===== src/rtl/gpio_rb_pkg.sv =====
package gpio_rb_pkg;

    localparam int ADDR_W = 10;
    localparam int DATA_W = 16;

    typedef enum logic [0:0] {
        ST_IDLE = 1'b0,
        ST_ACK  = 1'b1
    } bus_state_t;

    localparam logic [ADDR_W-1:0] OFS_DIR_LO  = 10'h000;
    localparam logic [ADDR_W-1:0] OFS_DIR_HI  = 10'h002;
    localparam logic [ADDR_W-1:0] OFS_DAT_LO  = 10'h004;
    localparam logic [ADDR_W-1:0] OFS_DAT_HI  = 10'h006;
    localparam logic [ADDR_W-1:0] OFS_MID     = 10'h01C;
    localparam logic [ADDR_W-1:0] OFS_TOP     = 10'h01E;
    localparam logic [ADDR_W-1:0] OFS_PULL_EN = 10'h1E0;
    localparam logic [ADDR_W-1:0] OFS_PULL_UP = 10'h1E2;

    // bit positions inside the pin 48/49 register
    localparam int TOP_DAT_LSB = 0;
    localparam int TOP_OEN_LSB = 8;

    function automatic logic [DATA_W-1:0] masked_merge(
        input logic [DATA_W-1:0] old_v,
        input logic [DATA_W-1:0] new_v,
        input logic [DATA_W-1:0] msk
    );
        return (old_v & ~msk) | (new_v & msk);
    endfunction

endpackage


===== src/rtl/gpio_rb_sync.sv =====
module gpio_rb_sync #(
    parameter int WIDTH  = 32,
    parameter int STAGES = 2
) (
    input  logic             clk,
    input  logic             rst_n,
    input  logic [WIDTH-1:0] d_async,
    output logic [WIDTH-1:0] q_sync
);

    logic [WIDTH-1:0] stage_q [STAGES];

    generate
        for (genvar s = 0; s < STAGES; s++) begin : g_stage
            if (s == 0) begin : g_first
                always_ff @(posedge clk or negedge rst_n) begin
                    if (!rst_n) stage_q[s] <= '0;
                    else        stage_q[s] <= d_async;
                end
            end else begin : g_next
                always_ff @(posedge clk or negedge rst_n) begin
                    if (!rst_n) stage_q[s] <= '0;
                    else        stage_q[s] <= stage_q[s-1];
                end
            end
        end
    endgenerate

    assign q_sync = stage_q[STAGES-1];

endmodule


===== src/rtl/gpio_rb_regs.sv =====
module gpio_rb_regs
    import gpio_rb_pkg::*;
#(
    parameter int NUM_BIDIR = 32,
    parameter int NUM_MID   = 16,
    parameter int NUM_PULL  = 15
) (
    input  logic                 clk,
    input  logic                 rst_n,
    input  logic                 wr_fire,
    input  logic [ADDR_W-1:0]    addr,
    input  logic [DATA_W-1:0]    wdata,
    input  logic [DATA_W-1:0]    wmask,
    output logic [NUM_BIDIR-1:0] dir_q,
    output logic [NUM_BIDIR-1:0] dat_q,
    output logic [NUM_MID-1:0]   mid_q,
    output logic [1:0]           top_dat_q,
    output logic [1:0]           top_oen_q,
    output logic [NUM_PULL-1:0]  pull_en_q,
    output logic [NUM_PULL-1:0]  pull_pol_q
);

    localparam int HALF     = NUM_BIDIR / 2;
    localparam int PULL_PAD = DATA_W - NUM_PULL;

    logic [DATA_W-1:0] dir_lo_w, dir_hi_w, dat_lo_w, dat_hi_w, mid_w;
    logic [DATA_W-1:0] top_w, pen_w, ppol_w, top_old;

    always_comb begin
        top_old = '0;
        top_old[TOP_DAT_LSB +: 2] = top_dat_q;
        top_old[TOP_OEN_LSB +: 2] = top_oen_q;
        dir_lo_w = masked_merge(dir_q[HALF-1:0], wdata, wmask);
        dir_hi_w = masked_merge(dir_q[NUM_BIDIR-1:HALF], wdata, wmask);
        dat_lo_w = masked_merge(dat_q[HALF-1:0], wdata, wmask);
        dat_hi_w = masked_merge(dat_q[NUM_BIDIR-1:HALF], wdata, wmask);
        mid_w    = masked_merge(mid_q, wdata, wmask);
        top_w    = masked_merge(top_old, wdata, wmask);
        pen_w    = masked_merge({{PULL_PAD{1'b0}}, pull_en_q}, wdata, wmask);
        ppol_w   = masked_merge({{PULL_PAD{1'b0}}, pull_pol_q}, wdata, wmask);
    end

    always_ff @(posedge clk or negedge rst_n) begin
        if (!rst_n) begin
            dir_q      <= '0;
            dat_q      <= '0;
            mid_q      <= '0;
            top_dat_q  <= '0;
            top_oen_q  <= '0;
            pull_en_q  <= '0;
            pull_pol_q <= '0;
        end else if (wr_fire) begin
            unique case (addr)
                OFS_DIR_LO:  dir_q[HALF-1:0]         <= dir_lo_w;
                OFS_DIR_HI:  dir_q[NUM_BIDIR-1:HALF] <= dir_hi_w;
                OFS_DAT_LO:  dat_q[HALF-1:0]         <= dat_lo_w;
                OFS_DAT_HI:  dat_q[NUM_BIDIR-1:HALF] <= dat_hi_w;
                OFS_MID:     mid_q                   <= mid_w;
                OFS_TOP: begin
                    top_dat_q <= top_w[TOP_DAT_LSB +: 2];
                    top_oen_q <= top_w[TOP_OEN_LSB +: 2];
                end
                OFS_PULL_EN: pull_en_q  <= pen_w[NUM_PULL-1:0];
                OFS_PULL_UP: pull_pol_q <= ppol_w[NUM_PULL-1:0];
                default: ;
            endcase
        end
    end

    // direction bits only move on a write to their own offset
    AST_DIR_LO_BY_WRITE: assert property (@(posedge clk) disable iff (!rst_n)
        !$stable(dir_q[HALF-1:0]) |-> $past(wr_fire && addr == OFS_DIR_LO));

    AST_PULL_BY_WRITE: assert property (@(posedge clk) disable iff (!rst_n)
        !$stable(pull_en_q) |-> $past(wr_fire && addr == OFS_PULL_EN));

endmodule


===== src/rtl/gpio_rb_rdmux.sv =====
module gpio_rb_rdmux
    import gpio_rb_pkg::*;
#(
    parameter int NUM_BIDIR = 32,
    parameter int NUM_MID   = 16,
    parameter int NUM_PULL  = 15
) (
    input  logic [ADDR_W-1:0]    addr,
    input  logic [NUM_BIDIR-1:0] dir_q,
    input  logic [NUM_BIDIR-1:0] dat_q,
    input  logic [NUM_BIDIR-1:0] pad_sync,
    input  logic [NUM_MID-1:0]   mid_q,
    input  logic [1:0]           top_dat_q,
    input  logic [1:0]           top_oen_q,
    input  logic [NUM_PULL-1:0]  pull_en_q,
    input  logic [NUM_PULL-1:0]  pull_pol_q,
    output logic [DATA_W-1:0]    rdata,
    output logic                 hit
);

    localparam int HALF     = NUM_BIDIR / 2;
    localparam int PULL_PAD = DATA_W - NUM_PULL;

    logic [NUM_BIDIR-1:0] pin_view;

    generate
        for (genvar i = 0; i < NUM_BIDIR; i++) begin : g_view
            assign pin_view[i] = dir_q[i] ? dat_q[i] : pad_sync[i];
        end
    endgenerate

    always_comb begin
        rdata = '0;
        hit   = 1'b1;
        unique case (addr)
            OFS_DIR_LO:  rdata = dir_q[HALF-1:0];
            OFS_DIR_HI:  rdata = dir_q[NUM_BIDIR-1:HALF];
            OFS_DAT_LO:  rdata = pin_view[HALF-1:0];
            OFS_DAT_HI:  rdata = pin_view[NUM_BIDIR-1:HALF];
            OFS_MID:     rdata = mid_q;
            OFS_TOP: begin
                rdata[TOP_DAT_LSB +: 2] = top_dat_q;
                rdata[TOP_OEN_LSB +: 2] = top_oen_q;
            end
            OFS_PULL_EN: rdata = {{PULL_PAD{1'b0}}, pull_en_q};
            OFS_PULL_UP: rdata = {{PULL_PAD{1'b0}}, pull_pol_q};
            default:     hit   = 1'b0;
        endcase
    end

endmodule


===== src/rtl/gpio_regbank.sv =====
module gpio_regbank
    import gpio_rb_pkg::*;
#(
    parameter int SYNC_STAGES = 2,
    parameter int NUM_PULL    = 15
) (
    input  logic              clk,
    input  logic              rst_n,
    input  logic              bus_req,
    input  logic              bus_we,
    input  logic [ADDR_W-1:0] bus_addr,
    input  logic [DATA_W-1:0] bus_wdata,
    input  logic [DATA_W-1:0] bus_wmask,
    output logic              bus_ack,
    output logic [DATA_W-1:0] bus_rdata,
    input  logic [31:0]       pad_in,
    output logic [49:0]       pad_out,
    output logic [49:0]       pad_oe,
    output logic [NUM_PULL-1:0] pad_pu,
    output logic [NUM_PULL-1:0] pad_pd
);

    localparam int NUM_BIDIR = 32;
    localparam int NUM_MID   = 16;

    bus_state_t state_q, state_d;
    logic       accept, wr_fire, rd_fire, rd_hit;
    logic [DATA_W-1:0] rd_next, rdata_q;

    logic [NUM_BIDIR-1:0] dir_q, dat_q, pad_sync;
    logic [NUM_MID-1:0]   mid_q;
    logic [1:0]           top_dat_q, top_oen_q;
    logic [NUM_PULL-1:0]  pull_en_q, pull_pol_q;

    // state register
    always_ff @(posedge clk or negedge rst_n) begin
        if (!rst_n) state_q <= ST_IDLE;
        else        state_q <= state_d;
    end

    // next state: accept, then release
    always_comb begin
        state_d = state_q;
        unique case (state_q)
            ST_IDLE: if (bus_req) state_d = ST_ACK;
            ST_ACK:  state_d = ST_IDLE;
            default: state_d = ST_IDLE;
        endcase
    end

    // outputs of the sequencer
    always_comb begin
        accept  = 1'b0;
        bus_ack = 1'b0;
        unique case (state_q)
            ST_IDLE: accept  = bus_req;
            ST_ACK:  bus_ack = 1'b1;
            default: ;
        endcase
    end

    assign wr_fire = accept & bus_we;
    assign rd_fire = accept & ~bus_we;

    always_ff @(posedge clk or negedge rst_n) begin
        if (!rst_n)       rdata_q <= '0;
        else if (rd_fire) rdata_q <= rd_next;
        else if (accept)  rdata_q <= '0;
    end
    assign bus_rdata = rdata_q;

    gpio_rb_sync #(.WIDTH(NUM_BIDIR), .STAGES(SYNC_STAGES)) u_sync (
        .clk     (clk),
        .rst_n   (rst_n),
        .d_async (pad_in),
        .q_sync  (pad_sync)
    );

    gpio_rb_regs #(.NUM_BIDIR(NUM_BIDIR), .NUM_MID(NUM_MID), .NUM_PULL(NUM_PULL)) u_regs (
        .clk        (clk),
        .rst_n      (rst_n),
        .wr_fire    (wr_fire),
        .addr       (bus_addr),
        .wdata      (bus_wdata),
        .wmask      (bus_wmask),
        .dir_q      (dir_q),
        .dat_q      (dat_q),
        .mid_q      (mid_q),
        .top_dat_q  (top_dat_q),
        .top_oen_q  (top_oen_q),
        .pull_en_q  (pull_en_q),
        .pull_pol_q (pull_pol_q)
    );

    gpio_rb_rdmux #(.NUM_BIDIR(NUM_BIDIR), .NUM_MID(NUM_MID), .NUM_PULL(NUM_PULL)) u_rdmux (
        .addr       (bus_addr),
        .dir_q      (dir_q),
        .dat_q      (dat_q),
        .pad_sync   (pad_sync),
        .mid_q      (mid_q),
        .top_dat_q  (top_dat_q),
        .top_oen_q  (top_oen_q),
        .pull_en_q  (pull_en_q),
        .pull_pol_q (pull_pol_q),
        .rdata      (rd_next),
        .hit        (rd_hit)
    );

    // pad-facing signals follow the stored state directly
    assign pad_out = {top_dat_q, mid_q, dat_q};
    assign pad_oe  = {top_oen_q, {NUM_MID{1'b1}}, dir_q};
    assign pad_pu  = pull_en_q & pull_pol_q;
    assign pad_pd  = pull_en_q & ~pull_pol_q;

    AST_ACK_SINGLE: assert property (@(posedge clk) disable iff (!rst_n)
        bus_ack |=> !bus_ack);

    AST_ACK_AFTER_REQ: assert property (@(posedge clk) disable iff (!rst_n)
        bus_ack |-> $past(bus_req));

    AST_TOP_OE_BY_WRITE: assert property (@(posedge clk) disable iff (!rst_n)
        !$stable(pad_oe[49:48]) |-> $past(wr_fire && bus_addr == OFS_TOP));

    AST_UNMAPPED_ZERO: assert property (@(posedge clk) disable iff (!rst_n)
        (bus_ack && $past(rd_fire && !rd_hit)) |-> (bus_rdata == '0));

endmodule


===== config.mk =====
export PLATFORM = sky130hd
export DESIGN_NAME = gpio_regbank
export DESIGN_NICKNAME = d
export VERILOG_FILES = /design/src/rtl/gpio_rb_pkg.sv /design/src/rtl/gpio_rb_sync.sv /design/src/rtl/gpio_rb_regs.sv /design/src/rtl/gpio_rb_rdmux.sv /design/src/rtl/gpio_regbank.sv
export SDC_FILE = /design/constraint.sdc
export NUM_CORES = 1
export LEC_CHECK = 0
export ABC_AREA = 1
export BUFFER_PORTS_ARGS = -buffer_cell sky130_fd_sc_hd__clkbuf_2
export CORE_ASPECT_RATIO = 1.4
export CORE_MARGIN = 5
export CORE_UTILIZATION = 48
export DETAILED_ROUTE_END_ITERATION = 8
export PLACE_DENSITY = 0.76
export SETUP_SLACK_MARGIN = 0.02
export SKIP_CTS_REPAIR_TIMING = 1
export SYNTH_ARGS = -nofsm -noshare
export SYNTH_HDL_FRONTEND = slang
export SYNTH_SLANG_ARGS = --single-unit
export TNS_END_PERCENT = 50

===== constraint.sdc =====
create_clock -name clk -period 1.3 [get_ports clk]
set_clock_uncertainty 0.05 [all_clocks]
set_input_delay 0.195 -clock clk [delete_from_list [all_inputs] [get_ports clk]]
set_output_delay 0.195 -clock clk [all_outputs]
set_load 0.02 [all_outputs]

==> impl_metrics.ini <==
[status]
status = finished, violations left
violations = negative hold slack, negative setup slack

[place]
placed_area_um2 = 10800
dpl.hpwl_um = 20200
gp_congestion = 0.899
placedCellCount = 1584
numPortBuffers = 208

[die]
start_util_pct = 48.4
die_h_um = 171
ios = 225
num_rows = 59
die_area_um2 = 21500
core_area_um2 = 18500
dieWidth_um = 125

[cts]
clk_latency_ns = 0.44
cts_root_buf = clkbuf_16
clk_pin_slew_ns = 0.07
clock_path_buffers = 2
cts_tree = yes
clock_sinks = 195
ctsHtreeMaxLevel = 4
cts_buffers = 17

[sta]
fin_crit_ns = 1.51
rsz0062_at_grt = yes
fin_crit_sh_pct = 116
finalHoldViolCount = 1
final_max_slew_viol_count = 0
final.setup.worst_slack_ns = -0.206
fmax_ghz = 0.664
whs_ns = -0.0246
final-setup-viol-count = 168

[logic_synthesis]
syn_inst = 1097
synth_cell_types = 21
ys_seq_area_share_pct = 54.6
syn-cell-area_um2 = 8940
yosys_register_bits = 195
syn_area_per_cell_um2 = 8.15
ys_warn_count = 0

[global_routing]
grt_max_degree = 42
grt_usage_pct = 26.0
grt_pass1_vias = 8358
grt_first_pass_wirelength_um = 43700
grt_antenna_before_repair = 0
overflow = 0

[drt]
via_per_inst = 5.26
drtIter0Drc = 737
routed_wl_um = 29500
drc = 0
antenna_left = 0
avgRoutedWirePerCell_um = 17.6
vias = 8792
first_pass_iters = 5

[setup_path]
crit_path_top_delay_cell = dfrtp_2
critical_path_required_ns = 1.56
crit_fanout = 11
cp-end-kind = register
cp-start-kind = register
worstSetupPathType = reg -> reg
cp_data_arrival_time_ns = 1.76
worstPathCellList = nor2_4, nand2_8, nor2_4, buf_12, nand2_1, nand2_1, o21ai_1
cpPeakStageDelay_ns = 0.42

[final_layout]
nets = 1493
nFillCells = 1387
fin_cells = 1672
num_antenna_cells = 0
drive_above_1_share_pct = 34.6
final_cell_area_um2 = 12700
area_growth_syn_to_layout_pct = 41.7

[power]
p_per_area_nw_per_um2 = 974
comb_power_share_pct = 7.7
p_clk_share_pct = 41.9
power.switching_mw = 2.99
p_leak_nw = 6.55
vdd_drop_max_uv = 937
seq_power_share_pct = 50.4
p_int_mw = 9.35
sw_frac_of_total_pct = 24.2

[hold_path]
hp-class = in -> reg

[run]
maxCapViolCount = 0
==> worst max-delay path: cells and delay by family, from the launching register on <==
kind / cells / cell delay (ns)
AND/OR/NAND/NOR: 5 / 0.66
flip-flops: 1 / 0.42
buffers and inverters: 1 / 0.17
AO/OA/AOI/OAI: 1 / 0.07
==> kinds of logic after synthesis <==
kind of cell	synth area share [%]
AOI/OAI and AO/OA	9.01
and+or+nand+nor	28.0
DFF	54.6
other	0.0420
buffers and inverters	8.34
==> per-stage QoR <==
stage / TNS, ns / util [%] / worst slack, ns / hold WS, ns / power [mW]
final: -20.26 / 68.7 / -0.206 / -0.0246 / 12.3
after global routing: -30.67 / 68.7 / -0.275 / -0.0273 / 12.8
after CTS: -20.20 / 61.8 / -0.244 / -0.343 / 12.2
after detailed placement: -25.52 / 58.7 / -0.255 / 0.120 / 7.13
after global placement: -20.97 / 58.7 / -0.221 / 0.120 / 7.12
after floorplan: -5.81 / - / -0.118 / -0.151 / 6.66
==> final cells by class <==
class	instances	area, um2	share of cell area [%]
tap	244	305	2.41
clock buffer	21	440	3.48
clock inverter	11	129	1.02
multi-input combinational	756	3810	30.0
inverter	112	427	3.37
timing repair buffer	333	2660	21.0
sequential	195	4910	38.7
==> path summary, 6_finish.rpt <==
path,from,to,slack (ns),cells past startpoint
max,state_q$_DFF_PN0_,register,-0.21,7
max reg2reg,state_q$_DFF_PN0_,register,-0.21,7
min reg2reg,u_sync.stage_q[38]$_DFF_PN0_,u_sync.q_sync[6]$_DFF_PN0_,0.30,0
min,bus_req,state_q$_DFF_PN0_,-0.02,3
min in group asynchronous,rst_n,u_sync.q_sync[5]$_DFF_PN0_,0.21,2
max in group asynchronous,rst_n,async pin,0.44,3
==> synth_stat cells <==
cell type,n,area [um2]
inv_2,3,11.3
nor3_1,1,5.00
nand2_4,1,11.3
nand2_2,5,31.3
conb_1,1,3.75
buf_2,14,70.1
buf_4,23,173
nor2_2,9,56.3
inv_1,107,402
nor2_4,11,124
nand3_1,73,365
buf_6,5,56.3
nand2_1,392,1470
nor2_1,62,233
nand4_1,33,206
clkbuf_1,7,26.3
dfrtp_1,195,4880
clkinv_1,2,7.51
o21ai_0,78,390
o21ai_1,59,295
o31ai_1,16,120
==> metal layers <==
metal / share of wire [%] / routed length [um] / up-vias / track usage (%)
met1: 38 / 11300 / 4181 / 32.7
met3: 7.7 / 2260 / 81 / 6.12
met5: 0 / 0 / - / 0
met4: 3.5 / 1040 / 0 / 11.0
met2: 50 / 14900 / 418 / 43.5
li1: - / - / 4112 / -
==> power by group through the flow <==
stage | sequential, mW | clock [mW] | combinational [mW]
final | 6.22 | 5.17 | 0.944
after global routing | 6.23 | 5.50 | 1.03
after CTS | 6.22 | 5.22 | 0.801
after detailed placement | 6.34 | 0 | 0.797
after global placement | 6.33 | 0 | 0.788
after floorplan | 6.34 | 0 | 0.320
==> layout by cell type (no fill, tap or decap), types with 17 or more instances in the layout <==
cell type,n
buf_6,55
nand2_2,63
nor2_4,18
nor2_1,49
dlygate4sd3_1,33
clkbuf_16,17
dfrtp_1,173
nand2_1,314
o21ai_1,82
buf_2,28
dfrtp_2,22
nand3_1,72
nand4_1,33
nand2_4,20
inv_1,99
o21ai_0,41
clkbuf_2,114
buf_4,84
No activity file was read; power rests on OpenSTA's default activity.
